===== src/rtl/lin_sync_pkg.sv =====
package lin_sync_pkg;

    typedef enum logic [2:0] {
        S_CLEAR,
        S_IDLE,
        S_BREAK,
        S_QUAL,
        S_SYNC,
        S_TAIL
    } lin_state_e;

endpackage


===== src/rtl/lin_edge_detect.sv =====
module lin_edge_detect (
    input  logic clk,
    input  logic rst_n,
    input  logic line_async,
    output logic line_s,
    output logic fell,
    output logic rose
);

    logic meta_q;
    logic sync_q;
    logic prev_q;

    always_ff @(posedge clk or negedge rst_n) begin
        if (!rst_n) begin
            meta_q <= 1'b1;
            sync_q <= 1'b1;
            prev_q <= 1'b1;
        end else begin
            meta_q <= line_async;
            sync_q <= meta_q;
            prev_q <= sync_q;
        end
    end

    assign line_s = sync_q;
    assign fell   = prev_q & ~sync_q;
    assign rose   = ~prev_q & sync_q;

    // an edge is reported for a single cycle only
    assert_fall_single_R1: assert property (@(posedge clk) disable iff (!rst_n)
        fell |=> !fell);

endmodule


===== src/rtl/lin_break_timer.sv =====
module lin_break_timer #(
    parameter int CW = 8
) (
    input  logic          clk,
    input  logic          rst_n,
    input  logic          clr,
    input  logic          step,
    input  logic [CW-1:0] limit,
    output logic          over
);

    localparam logic [CW-1:0] CNT_MAX = {CW{1'b1}};

    logic [CW-1:0] cnt_q;

    always_ff @(posedge clk or negedge rst_n) begin
        if (!rst_n) begin
            cnt_q <= '0;
        end else if (clr) begin
            cnt_q <= '0;
        end else if (step && cnt_q != CNT_MAX) begin
            cnt_q <= cnt_q + 1'b1;
        end
    end

    assign over = cnt_q > limit;

    // the count saturates instead of wrapping back below the limit
    assert_brk_sat_R2: assert property (@(posedge clk) disable iff (!rst_n)
        (cnt_q == CNT_MAX && !clr) |=> cnt_q == CNT_MAX);

    // without a tick the count holds
    assert_brk_hold_R2: assert property (@(posedge clk) disable iff (!rst_n)
        (!clr && !step) |=> $stable(cnt_q));

endmodule


===== src/rtl/lin_span_counter.sv =====
module lin_span_counter #(
    parameter int SW = 16
) (
    input  logic          clk,
    input  logic          rst_n,
    input  logic          clr,
    input  logic          mark_start,
    input  logic          mark_stop,
    output logic [SW-1:0] span
);

    localparam logic [SW-1:0] SPAN_MAX = {SW{1'b1}};

    logic [SW-1:0] run_q;
    logic [SW-1:0] span_q;

    always_ff @(posedge clk or negedge rst_n) begin
        if (!rst_n) begin
            run_q <= '0;
        end else if (clr || mark_start) begin
            run_q <= '0;
        end else if (run_q != SPAN_MAX) begin
            run_q <= run_q + 1'b1;
        end
    end

    always_ff @(posedge clk or negedge rst_n) begin
        if (!rst_n) begin
            span_q <= '0;
        end else if (clr) begin
            span_q <= '0;
        end else if (mark_stop) begin
            span_q <= (run_q == SPAN_MAX) ? SPAN_MAX : run_q + 1'b1;
        end
    end

    assign span = span_q;

    // a capture always yields a non-zero duration
    assert_span_nonzero_R6: assert property (@(posedge clk) disable iff (!rst_n)
        (mark_stop && !clr) |=> span != '0);

    // the captured value changes only on a capture or a clear
    assert_span_hold_R6: assert property (@(posedge clk) disable iff (!rst_n)
        (!mark_stop && !clr) |=> $stable(span));

endmodule


===== src/rtl/lin_sync_timer.sv =====
module lin_sync_timer
    import lin_sync_pkg::*;
#(
    parameter int BRK_W  = 8,
    parameter int EDGE_W = 4,
    parameter int SPAN_W = 16
) (
    input  logic              clk,
    input  logic              rst_n,
    input  logic              line_in,
    input  logic              slow_tick,
    input  logic              enable,
    input  logic              gate_en,
    input  logic              stop_irq_en,
    input  logic              soft_rst,
    input  logic [BRK_W-1:0]  break_limit,
    input  logic [EDGE_W-1:0] start_edge,
    input  logic [EDGE_W-1:0] stop_edge,
    input  logic [1:0]        irq_clr,
    output logic              uart_rx,
    output logic              brk_flag,
    output logic              stop_flag,
    output logic [SPAN_W-1:0] sync_cycles,
    output logic              reset_done
);

    localparam logic [EDGE_W-1:0] EDGE_ONE = EDGE_W'(1);

    lin_state_e        state_q, state_n;
    logic              line_s, fell, rose;
    logic              brk_over, brk_clr, brk_step;
    logic              brk_evt, stop_evt, start_evt;
    logic [EDGE_W-1:0] ecnt_q, ecnt_inc;
    logic              brk_flag_q, stop_flag_q;

    lin_edge_detect u_edge (
        .clk        (clk),
        .rst_n      (rst_n),
        .line_async (line_in),
        .line_s     (line_s),
        .fell       (fell),
        .rose       (rose)
    );

    assign brk_clr  = fell | rose | !(state_q == S_BREAK || state_q == S_SYNC);
    assign brk_step = slow_tick & (state_q == S_BREAK || (state_q == S_SYNC && !line_s));

    lin_break_timer #(.CW(BRK_W)) u_brk (
        .clk   (clk),
        .rst_n (rst_n),
        .clr   (brk_clr),
        .step  (brk_step),
        .limit (break_limit),
        .over  (brk_over)
    );

    lin_span_counter #(.SW(SPAN_W)) u_span (
        .clk        (clk),
        .rst_n      (rst_n),
        .clr        (soft_rst),
        .mark_start (start_evt),
        .mark_stop  (stop_evt),
        .span       (sync_cycles)
    );

    assign ecnt_inc = ecnt_q + 1'b1;

    // state register
    always_ff @(posedge clk or negedge rst_n) begin
        if (!rst_n) begin
            state_q <= S_IDLE;
        end else begin
            state_q <= state_n;
        end
    end

    // next state and events
    always_comb begin
        state_n   = state_q;
        brk_evt   = 1'b0;
        stop_evt  = 1'b0;
        start_evt = 1'b0;
        if (soft_rst) begin
            state_n = S_CLEAR;
        end else if (!enable) begin
            state_n = S_IDLE;
        end else begin
            unique case (state_q)
                S_CLEAR: state_n = S_IDLE;
                S_IDLE: begin
                    if (fell) state_n = S_BREAK;
                end
                S_BREAK: begin
                    if (brk_over) begin
                        brk_evt = 1'b1;
                        state_n = S_QUAL;
                    end else if (rose) begin
                        state_n = S_IDLE;
                    end
                end
                S_QUAL: begin
                    if (rose) state_n = S_SYNC;
                end
                S_SYNC: begin
                    if (brk_over) begin
                        brk_evt = 1'b1;
                        state_n = S_QUAL;
                    end else if (fell) begin
                        start_evt = (ecnt_inc == start_edge);
                        if (ecnt_inc == stop_edge) begin
                            stop_evt = 1'b1;
                            state_n  = S_TAIL;
                        end
                    end
                end
                S_TAIL: begin
                    if (line_s) state_n = S_IDLE;
                end
                default: state_n = S_IDLE;
            endcase
        end
    end

    // outputs: edge number and sticky flags
    always_ff @(posedge clk or negedge rst_n) begin
        if (!rst_n) begin
            ecnt_q      <= '0;
            brk_flag_q  <= 1'b0;
            stop_flag_q <= 1'b0;
        end else if (soft_rst) begin
            ecnt_q      <= '0;
            brk_flag_q  <= 1'b0;
            stop_flag_q <= 1'b0;
        end else begin
            if (state_q == S_QUAL && rose) begin
                ecnt_q <= EDGE_ONE;
            end else if (state_q == S_SYNC && fell) begin
                ecnt_q <= ecnt_inc;
            end
            brk_flag_q  <= brk_evt | (brk_flag_q & ~irq_clr[0]);
            stop_flag_q <= (stop_evt & stop_irq_en) | (stop_flag_q & ~irq_clr[1]);
        end
    end

    assign brk_flag   = brk_flag_q;
    assign stop_flag  = stop_flag_q;
    assign reset_done = (state_q != S_CLEAR);
    assign uart_rx    = (gate_en && (state_q == S_QUAL || state_q == S_SYNC || state_q == S_TAIL))
                        ? 1'b1 : line_s;

    // the break flag rises only after the timer passed the limit
    assert_brk_needs_over_R2: assert property (@(posedge clk) disable iff (!rst_n)
        $rose(brk_flag) |-> $past(brk_over));

    // an early rise returns to idle with no new break flag
    assert_abort_quiet_R3: assert property (@(posedge clk) disable iff (!rst_n)
        (state_q == S_BREAK && rose && !brk_over && !soft_rst && enable)
        |=> (state_q == S_IDLE && !$rose(brk_flag)));

    // the stop flag rises only out of edge numbering
    assert_stop_from_sync_R5: assert property (@(posedge clk) disable iff (!rst_n)
        $rose(stop_flag) |-> $past(state_q) == S_SYNC);

    // the tail is left only once the line is high
    assert_tail_holds_R7: assert property (@(posedge clk) disable iff (!rst_n)
        (state_q == S_TAIL && !line_s && !soft_rst && enable) |=> state_q == S_TAIL);

    // soft reset clears flags and drops reset_done for the next cycle
    assert_srst_clears_R10: assert property (@(posedge clk) disable iff (!rst_n)
        soft_rst |=> (!brk_flag && !stop_flag && !reset_done));

    // disabled means idle
    assert_off_idle_R11: assert property (@(posedge clk) disable iff (!rst_n)
        (!enable && !soft_rst) |=> state_q == S_IDLE);

endmodule


===== config.mk =====
export PLATFORM = sky130hd
export DESIGN_NAME = lin_sync_timer
export DESIGN_NICKNAME = d
export VERILOG_FILES = /design/src/rtl/lin_sync_pkg.sv /design/src/rtl/lin_edge_detect.sv /design/src/rtl/lin_break_timer.sv /design/src/rtl/lin_span_counter.sv /design/src/rtl/lin_sync_timer.sv
export SDC_FILE = /design/constraint.sdc
export NUM_CORES = 1
export LEC_CHECK = 0
export ABC_AREA = 1
export BUFFER_PORTS_ARGS = -buffer_cell sky130_fd_sc_hd__buf_2
export CORE_MARGIN = 2
export CORE_UTILIZATION = 40
export CTS_BUF_LIST = sky130_fd_sc_hd__clkbuf_2
export DETAILED_ROUTE_END_ITERATION = 12
export SYNTH_ARGS = -nofsm -noshare
export SYNTH_HDL_FRONTEND = slang
export SYNTH_SLANG_ARGS = --single-unit

===== constraint.sdc =====
create_clock -name clk -period 2.2 [get_ports clk]
set_input_delay 0.11 -clock clk [delete_from_list [all_inputs] [get_ports clk]]
set_output_delay 0.11 -clock clk [all_outputs]
set_load 0.02 [all_outputs]

==> results.cfg, run 1 <==
[placement]
numPortBuffers = 45
gp_congestion = 0.880
place_inst = 558
placed_area_um2 = 3440
hpwl_um = 5080

[route]
wirelength_met1_um = 3450
viasPerCell = 4.66
dr.pass1.iters = 4
drc = 0
vias = 2673
wl_per_cell_um = 11.7
dr_wl_met2_um = 2890
finalWirelength_um = 6700
highest_layer = met4
postRouteAntennaNets = 0
drtIter0Drc = 167
routed-wl-met3_um = 277

[sta]
clock.fmax_mhz = 502
tightestPinTransition_ns = 0.454
slew_headroom_pct = 69.6
fin_crit_sh_pct = 90.6
skew_ns = 0.0303
finalMaxSlewViolations = 0
setup_viol_count_final = 0
rsz0062_at_grt = false
finalHoldViolations = 0
layout_min_cycle_time_ns = 1.99
setup_tns_ns = 0

[critical_path]
cp-start-kind = flop
crit_required_ns = 2.59
crit_top_cell = nand2_1
crit_chain = ha_1 -> nand2_1 -> nor2_1 -> nand4_1 -> nand2_1 -> nand3_1 -> nand3_1 -> nand2_1 -> nand2_1 -> nand2_1
critPathCapture = state_q[1]
reg2reg_depth = 10
crit_arrival_ns = 2.38
critPathMaxFanout = 6
crit_start = u_brk.cnt_q[7]
slowest_delay_ns = 0.48
endpoint_kind = flop
timing.rr.start = u_brk.cnt_q[7]
path_class = reg2reg
r2r_slack_ns = 0.21
slowest_stage = dfrtp_1
rr_endpoint = state_q[1]

[global_route]
grt_pass1_vias = 2633
grt_antenna_before_repair = 0
grt_use_total_pct = 17.2
grt_max_degree = 32
grt_pass1_wl_um = 11900
globalRouteOverflowTotal = 0

[die]
core_area_um2 = 7330
ios = 46
floorplan.rows = 31
start_util_pct = 41.8
die_width_um = 91.5
die_h_um = 91.5
die-area_um2 = 8370

[cells_and_area]
nNetsFinal = 512
layout-drive-gt1-share_pct = 17.1
area_growth_pct = 16.3
final_cells = 573
multi_input_area_um2 = 1510
nFillCells = 730
seqCellArea_um2 = 1310
antenna_cells = 0
fin_area_um2 = 3560

[cts]
cts.path.max_buffers = 2
cts_setup_buffers = 0
cts.sinks = 52
cts_made_buffers = 5
hold_buffers = 7
cts_htree_levels = 2
cts_resized = 0
path_clk_slew_ns = 0.31
cts_tree = built
clock_latency_ns = 0.47
cts-root-buf = clkbuf_2

[power]
p_leak_nw = 1.90
ir_drop_mv = 0.226
power.density_nw_per_um2 = 452

[run]
drv_cap = 0

[synth]
netlist.area_leader.share_pct = 39.2
synthFlopType = dfrtp_1
synthDistinctLibCells = 36
synth.area.top_cells = dfrtp_1 39%, nand2_1 17%, inv_1 6.4%
synth.ff_latch_count = 52
synth_common_cells = 136 x nand2_1, 52 x inv_1, 48 x dfrtp_1
yosysWarnings = 0
yosysMostFrequentCell = nand2_1
async_reset_ff_share_pct = 100
yosys.area.top_type = dfrtp_1
synth.avg_cell_area_um2 = 7.43
synth_nets = 451
yosysSeqAreaShare_pct = 42.6
synth_edf_count = 0
synth_cells = 412
syn_area_um2 = 3060

[worst_hold_path]
hold_class = in2async

[outcome]
status = complete, no violations
==> flip-flops by register name, indices dropped and copies added (netlist names), 3 cells and up <==
| register | count |
|---|---|
| state_q | 3 |
| ecnt_q | 4 |
| u_span.run_q | 16 |
| u_brk.cnt_q | 8 |
| u_span.span | 16 |
==> how the worst min path moves through the flow <==
stage | startpoint | end | slack [ns] | cells after the start
3_3_place_gp | rst_n | u_brk.cnt_q[0] | 0.11 | 2
6_report | rst_n | u_span.span[0] | 0.09 | 3
4_1_cts | rst_n | u_span.span[0] | 0.07 | 3
5_1_grt | rst_n | u_span.span[1] | 0.09 | 3
2_1_floorplan | rst_n | brk_flag | -0.19 | 0
3_5_place_dp | rst_n | u_brk.cnt_q[0] | 0.11 | 2
==> final cells by class <==
type                       count  share of cell area [%]
timing repair buffer          58                    9.90
tap                           99                    3.48
sequential                    52                    36.7
clock inverter                 3                   0.737
clock buffer                   5                   0.702
inverter                      58                    6.18
multi-input combinational    298                    42.3
==> stage by stage <==
| step | hold WS [ns] | util [%] | power [mW] | setup WS [ns] |
|---|---|---|---|---|
| 6_report | 0.0940 | 48.6 | 1.61 | 0.208 |
| 4_1_cts | 0.0724 | 48.6 | 1.64 | 0.192 |
| 3_5_place_dp | 0.113 | 47.0 | 1.19 | 0.197 |
| 5_1_grt | 0.0906 | 48.6 | 1.70 | 0.000863 |
| 2_1_floorplan | -0.186 | - | 1.11 | 0.338 |
| 3_3_place_gp | 0.108 | 47.0 | 1.19 | 0.274 |
==> logic make-up (layout without fill, tap and decap cells) <==
| kind of cell | after synthesis | after routing | synth area share (%) |
|---|---|---|---|
| AOI/OAI and AO/OA | 50 | 50 | 8.99 |
| xor gates and xnor gates | 10 | 10 | 2.86 |
| adders and majority gates | 13 | 13 | 5.31 |
| buffers and inverters | 62 | 124 | 8.09 |
| DFF | 52 | 52 | 42.6 |
| and+or+nand+nor | 225 | 225 | 32.1 |
==> per-layer routing <==
layer  up-vias  track usage (%)
met5         -                0
met4         0             3.79
met3         9             3.24
met2        50             27.6
met1      1188             24.2
li1       1426                -
==> critical path: cells and delay by family, from the launching register on <==
family | cells | cell delay (ns)
flops | 1 | 0.48
fa+ha+maj | 1 | 0.31
simple gates | 9 | 1.16
==> report_power, final <==
group | switching [mW] | total, mW | leakage, nW | internal [mW]
sequential | 0.0152 | 0.993 | 0.708 | 0.978
combinational | 0.118 | 0.191 | 1.16 | 0.0724
clock | 0.339 | 0.428 | 0.0335 | 0.0885
total | 0.473 | 1.61 | 1.90 | 1.14
==> cell usage in the layout (no fill, tap or decap), drive strengths merged <==
cell         Yosys  layout
ha              13      13
xor2             8       8
nand3b           2       2
dfstp            4       4
dfrtp           48      48
o31ai            2       2
clkbuf           1       5
dlygate4sd3      0       7
a21oi           23      23
nor3            10      10
nand3           24      24
nor2            39      39
a22o             1       1
and2             2       2
a31oi            1       1
a21o             1       1
clkinv           0       2
nand2          138     138
inv             58      59
o21ai           17      17
o22ai            2       2
o211a            1       1
buf              3      51
nand4            8       8
or2              2       2
xnor2            2       2
o21a             2       2
Power figures use the tool's default switching activity.
==> inputs of run 2 (changes only) <==
--- a/config.mk
+++ b/config.mk
@@ -7,7 +7,6 @@
 export LEC_CHECK = 0
 export ABC_AREA = 1
 export BUFFER_PORTS_ARGS = -buffer_cell sky130_fd_sc_hd__buf_2
-export CORE_MARGIN = 2
 export CORE_UTILIZATION = 40
 export CTS_BUF_LIST = sky130_fd_sc_hd__clkbuf_2
 export DETAILED_ROUTE_END_ITERATION = 12
==> run 2 against run 1 <==
  * Highest routed layer unchanged
  * Largest power group unchanged
  * Combinational power about the same
  * Clock skew down 0.00082 ns
  * Clock power is 2% higher
==> results.cfg, run 2 (synthesized netlist as in run 1, its figures left out) <==
[die]
die-area_um2 = 8010
core_area_um2 = 7330
die_h_um = 89.5
start_util_pct = 41.8
die_width_um = 89.5
ios = 46
floorplan.rows = 31

[critical_path]
path_depth = 13
cp-start-kind = flop
crit_chain = ha_1 -> inv_1 -> nand2_1 -> nand2_1 -> nor2_1 -> nand2_1 -> nor2_1 -> and2_4 -> nand3_4 -> nand2_4 -> inv_4 -> nand2_1 -> nand2_1
path_class = reg2reg
reg2reg_depth = 13
crit_top_cell = nand2_1
crit_family = simple AND/OR/NAND/NOR gates
rr_endpoint = u_span.span[6]
crit_required_ns = 2.60
timing.rr.start = ecnt_q[1]
slowest_stage = dfrtp_1
critPathCapture = u_span.span[6]
endpoint_kind = flop
critPathMaxFanout = 16
slowest_delay_ns = 0.48
path_buf_inv = 2
r2r_slack_ns = 0.27
crit_start = ecnt_q[1]
crit_arrival_ns = 2.33

[power]
p_leak_nw = 1.91
p_switching_uw = 479
switching_share_pct = 29.6
clkPwrFrac_pct = 27.0
power_frac_seq_pct = 61.3
p_comb_share_pct = 11.8
power.density_nw_per_um2 = 454
internal-power_mw = 1.14
ir_drop_mv = 0.216

[route]
drtIter0Drc = 144
postRouteAntennaNets = 0
dr.pass1.iters = 4
finalWirelength_um = 6770
drc = 0
viasPerCell = 4.75
wl_per_cell_um = 11.8
vias = 2722

[sta]
tightestPinTransition_ns = 0.427
layout_setup_ws_ns = 0.268
skew_ns = 0.0295
setup_viol_count_final = 0
layout_min_cycle_time_ns = 1.93
slew_headroom_pct = 71.5
rsz0062_at_grt = false
finalMaxSlewViolations = 0
setup_tns_ns = 0
fin_crit_sh_pct = 87.8
clock.fmax_mhz = 517
finalHoldViolations = 0

[placement]
place_inst = 558
hpwl_um = 5190
numPortBuffers = 45
placed_area_um2 = 3440
gp_congestion = 0.892
dp_slack_ns = 0.225

[run]
drv_cap = 0

[cells_and_area]
fin_area_um2 = 3570
nNetsFinal = 512
fin_util_pct = 48.6
final_common_cell = nand2_1
layout-drive-gt1-share_pct = 17.3
antenna_cells = 0
final_cells = 573
area_growth_pct = 16.4
seqCellArea_um2 = 1310
layout_common_cells = 135 x nand2_1, 52 x inv_1, 48 x dfrtp_1
multi_input_area_um2 = 1510
nFillCells = 753

[global_route]
grt_use_total_pct = 18.4
grt_antenna_before_repair = 0
grt_pass1_wl_um = 11100
grt_max_degree = 22
globalRouteOverflowTotal = 0
grt_pass1_vias = 2426

[cts]
cts_made_buffers = 5
cts_setup_buffers = 0
cts_tree = built
path_clk_slew_ns = 0.29
cts_htree_levels = 2
cts.sinks = 52
clock_latency_ns = 0.48
cts.path.max_buffers = 2
cts-root-buf = clkbuf_2

[worst_hold_path]
hold_class = in2async

[outcome]
status = complete, no violations
==> run 2: changes by cell type in the layout (fill, tap and decap cells not counted) <==
| cell | before | now |
|---|---|---|
| nand2_1 | 136 | 135 |
| nand2_2 | 1 | 2 |
| inv_6 | 1 | 2 |
| clkinv_4 | 2 | 1 |
==> run 2: timing repair <==
item / 4_1_cts / 5_1_grt
gates resized for setup: 0 / 1
endpoints found under the hold margin: 53 / 0
endpoints found under the setup margin: 0 / 4
hold buffers: 7 / 0
==> run 2: worst register-to-register path, stage by stage (launching register included) <==
cell and delay, ns:
dfrtp_1 0.48, ha_1 0.33, inv_1 0.07, nand2_1 0.06, nand2_1 0.04, nor2_1 0.08, nand2_1 0.05, nor2_1 0.13
and2_4 0.18, nand3_4 0.08, nand2_4 0.14, inv_4 0.11, nand2_1 0.07, nand2_1 0.05
==> run 2: power by group through the flow <==
stage | clock [mW] | sequential [mW] | combinational, mW
floorplan | 0 | 1.01 | 0.0989
global placement | 0 | 1.01 | 0.181
detailed placement | 0 | 1.01 | 0.183
CTS | 0.462 | 0.993 | 0.194
global route | 0.489 | 0.996 | 0.215
finish | 0.437 | 0.993 | 0.191
==> run 2: worst min-delay path by stage <==
stage                                end  slack (ns)  depth (start not counted)
after floorplan                 brk_flag       -0.19                          0
after global placement    u_brk.cnt_q[2]        0.07                          1
after detailed placement  u_brk.cnt_q[0]        0.08                          1
after CTS                     state_q[1]        0.04                          2
after global routing            brk_flag        0.07                          2
final                         state_q[1]        0.05                          2
==> run 2: stage by stage <==
| step | hold WS (ns) | total power [mW] |
|---|---|---|
| detailed placement | 0.0798 | 1.19 |
| global placement | 0.0657 | 1.19 |
| global route | 0.0712 | 1.70 |
| CTS | 0.0430 | 1.65 |
| finish | 0.0539 | 1.62 |
| floorplan | -0.186 | 1.11 |
==> run 2: routing by layer <==
metal,vias up,GRT usage (%),wire length (um)
met2,61,29.0,2940
li1,1425,-,-
met4,0,6.35,108
met1,1227,25.7,3450
met3,9,2.95,264
met5,-,0,0
==> run 2: area by class of cell <==
cell class | count | share of cell area [%]
clock buffers | 5 | 0.702
clock inverters | 3 | 0.737
inverters | 58 | 6.18
multi-input cells | 298 | 42.4
flip-flops and latches | 52 | 36.6
well taps | 99 | 3.47
repair buffers | 58 | 9.89
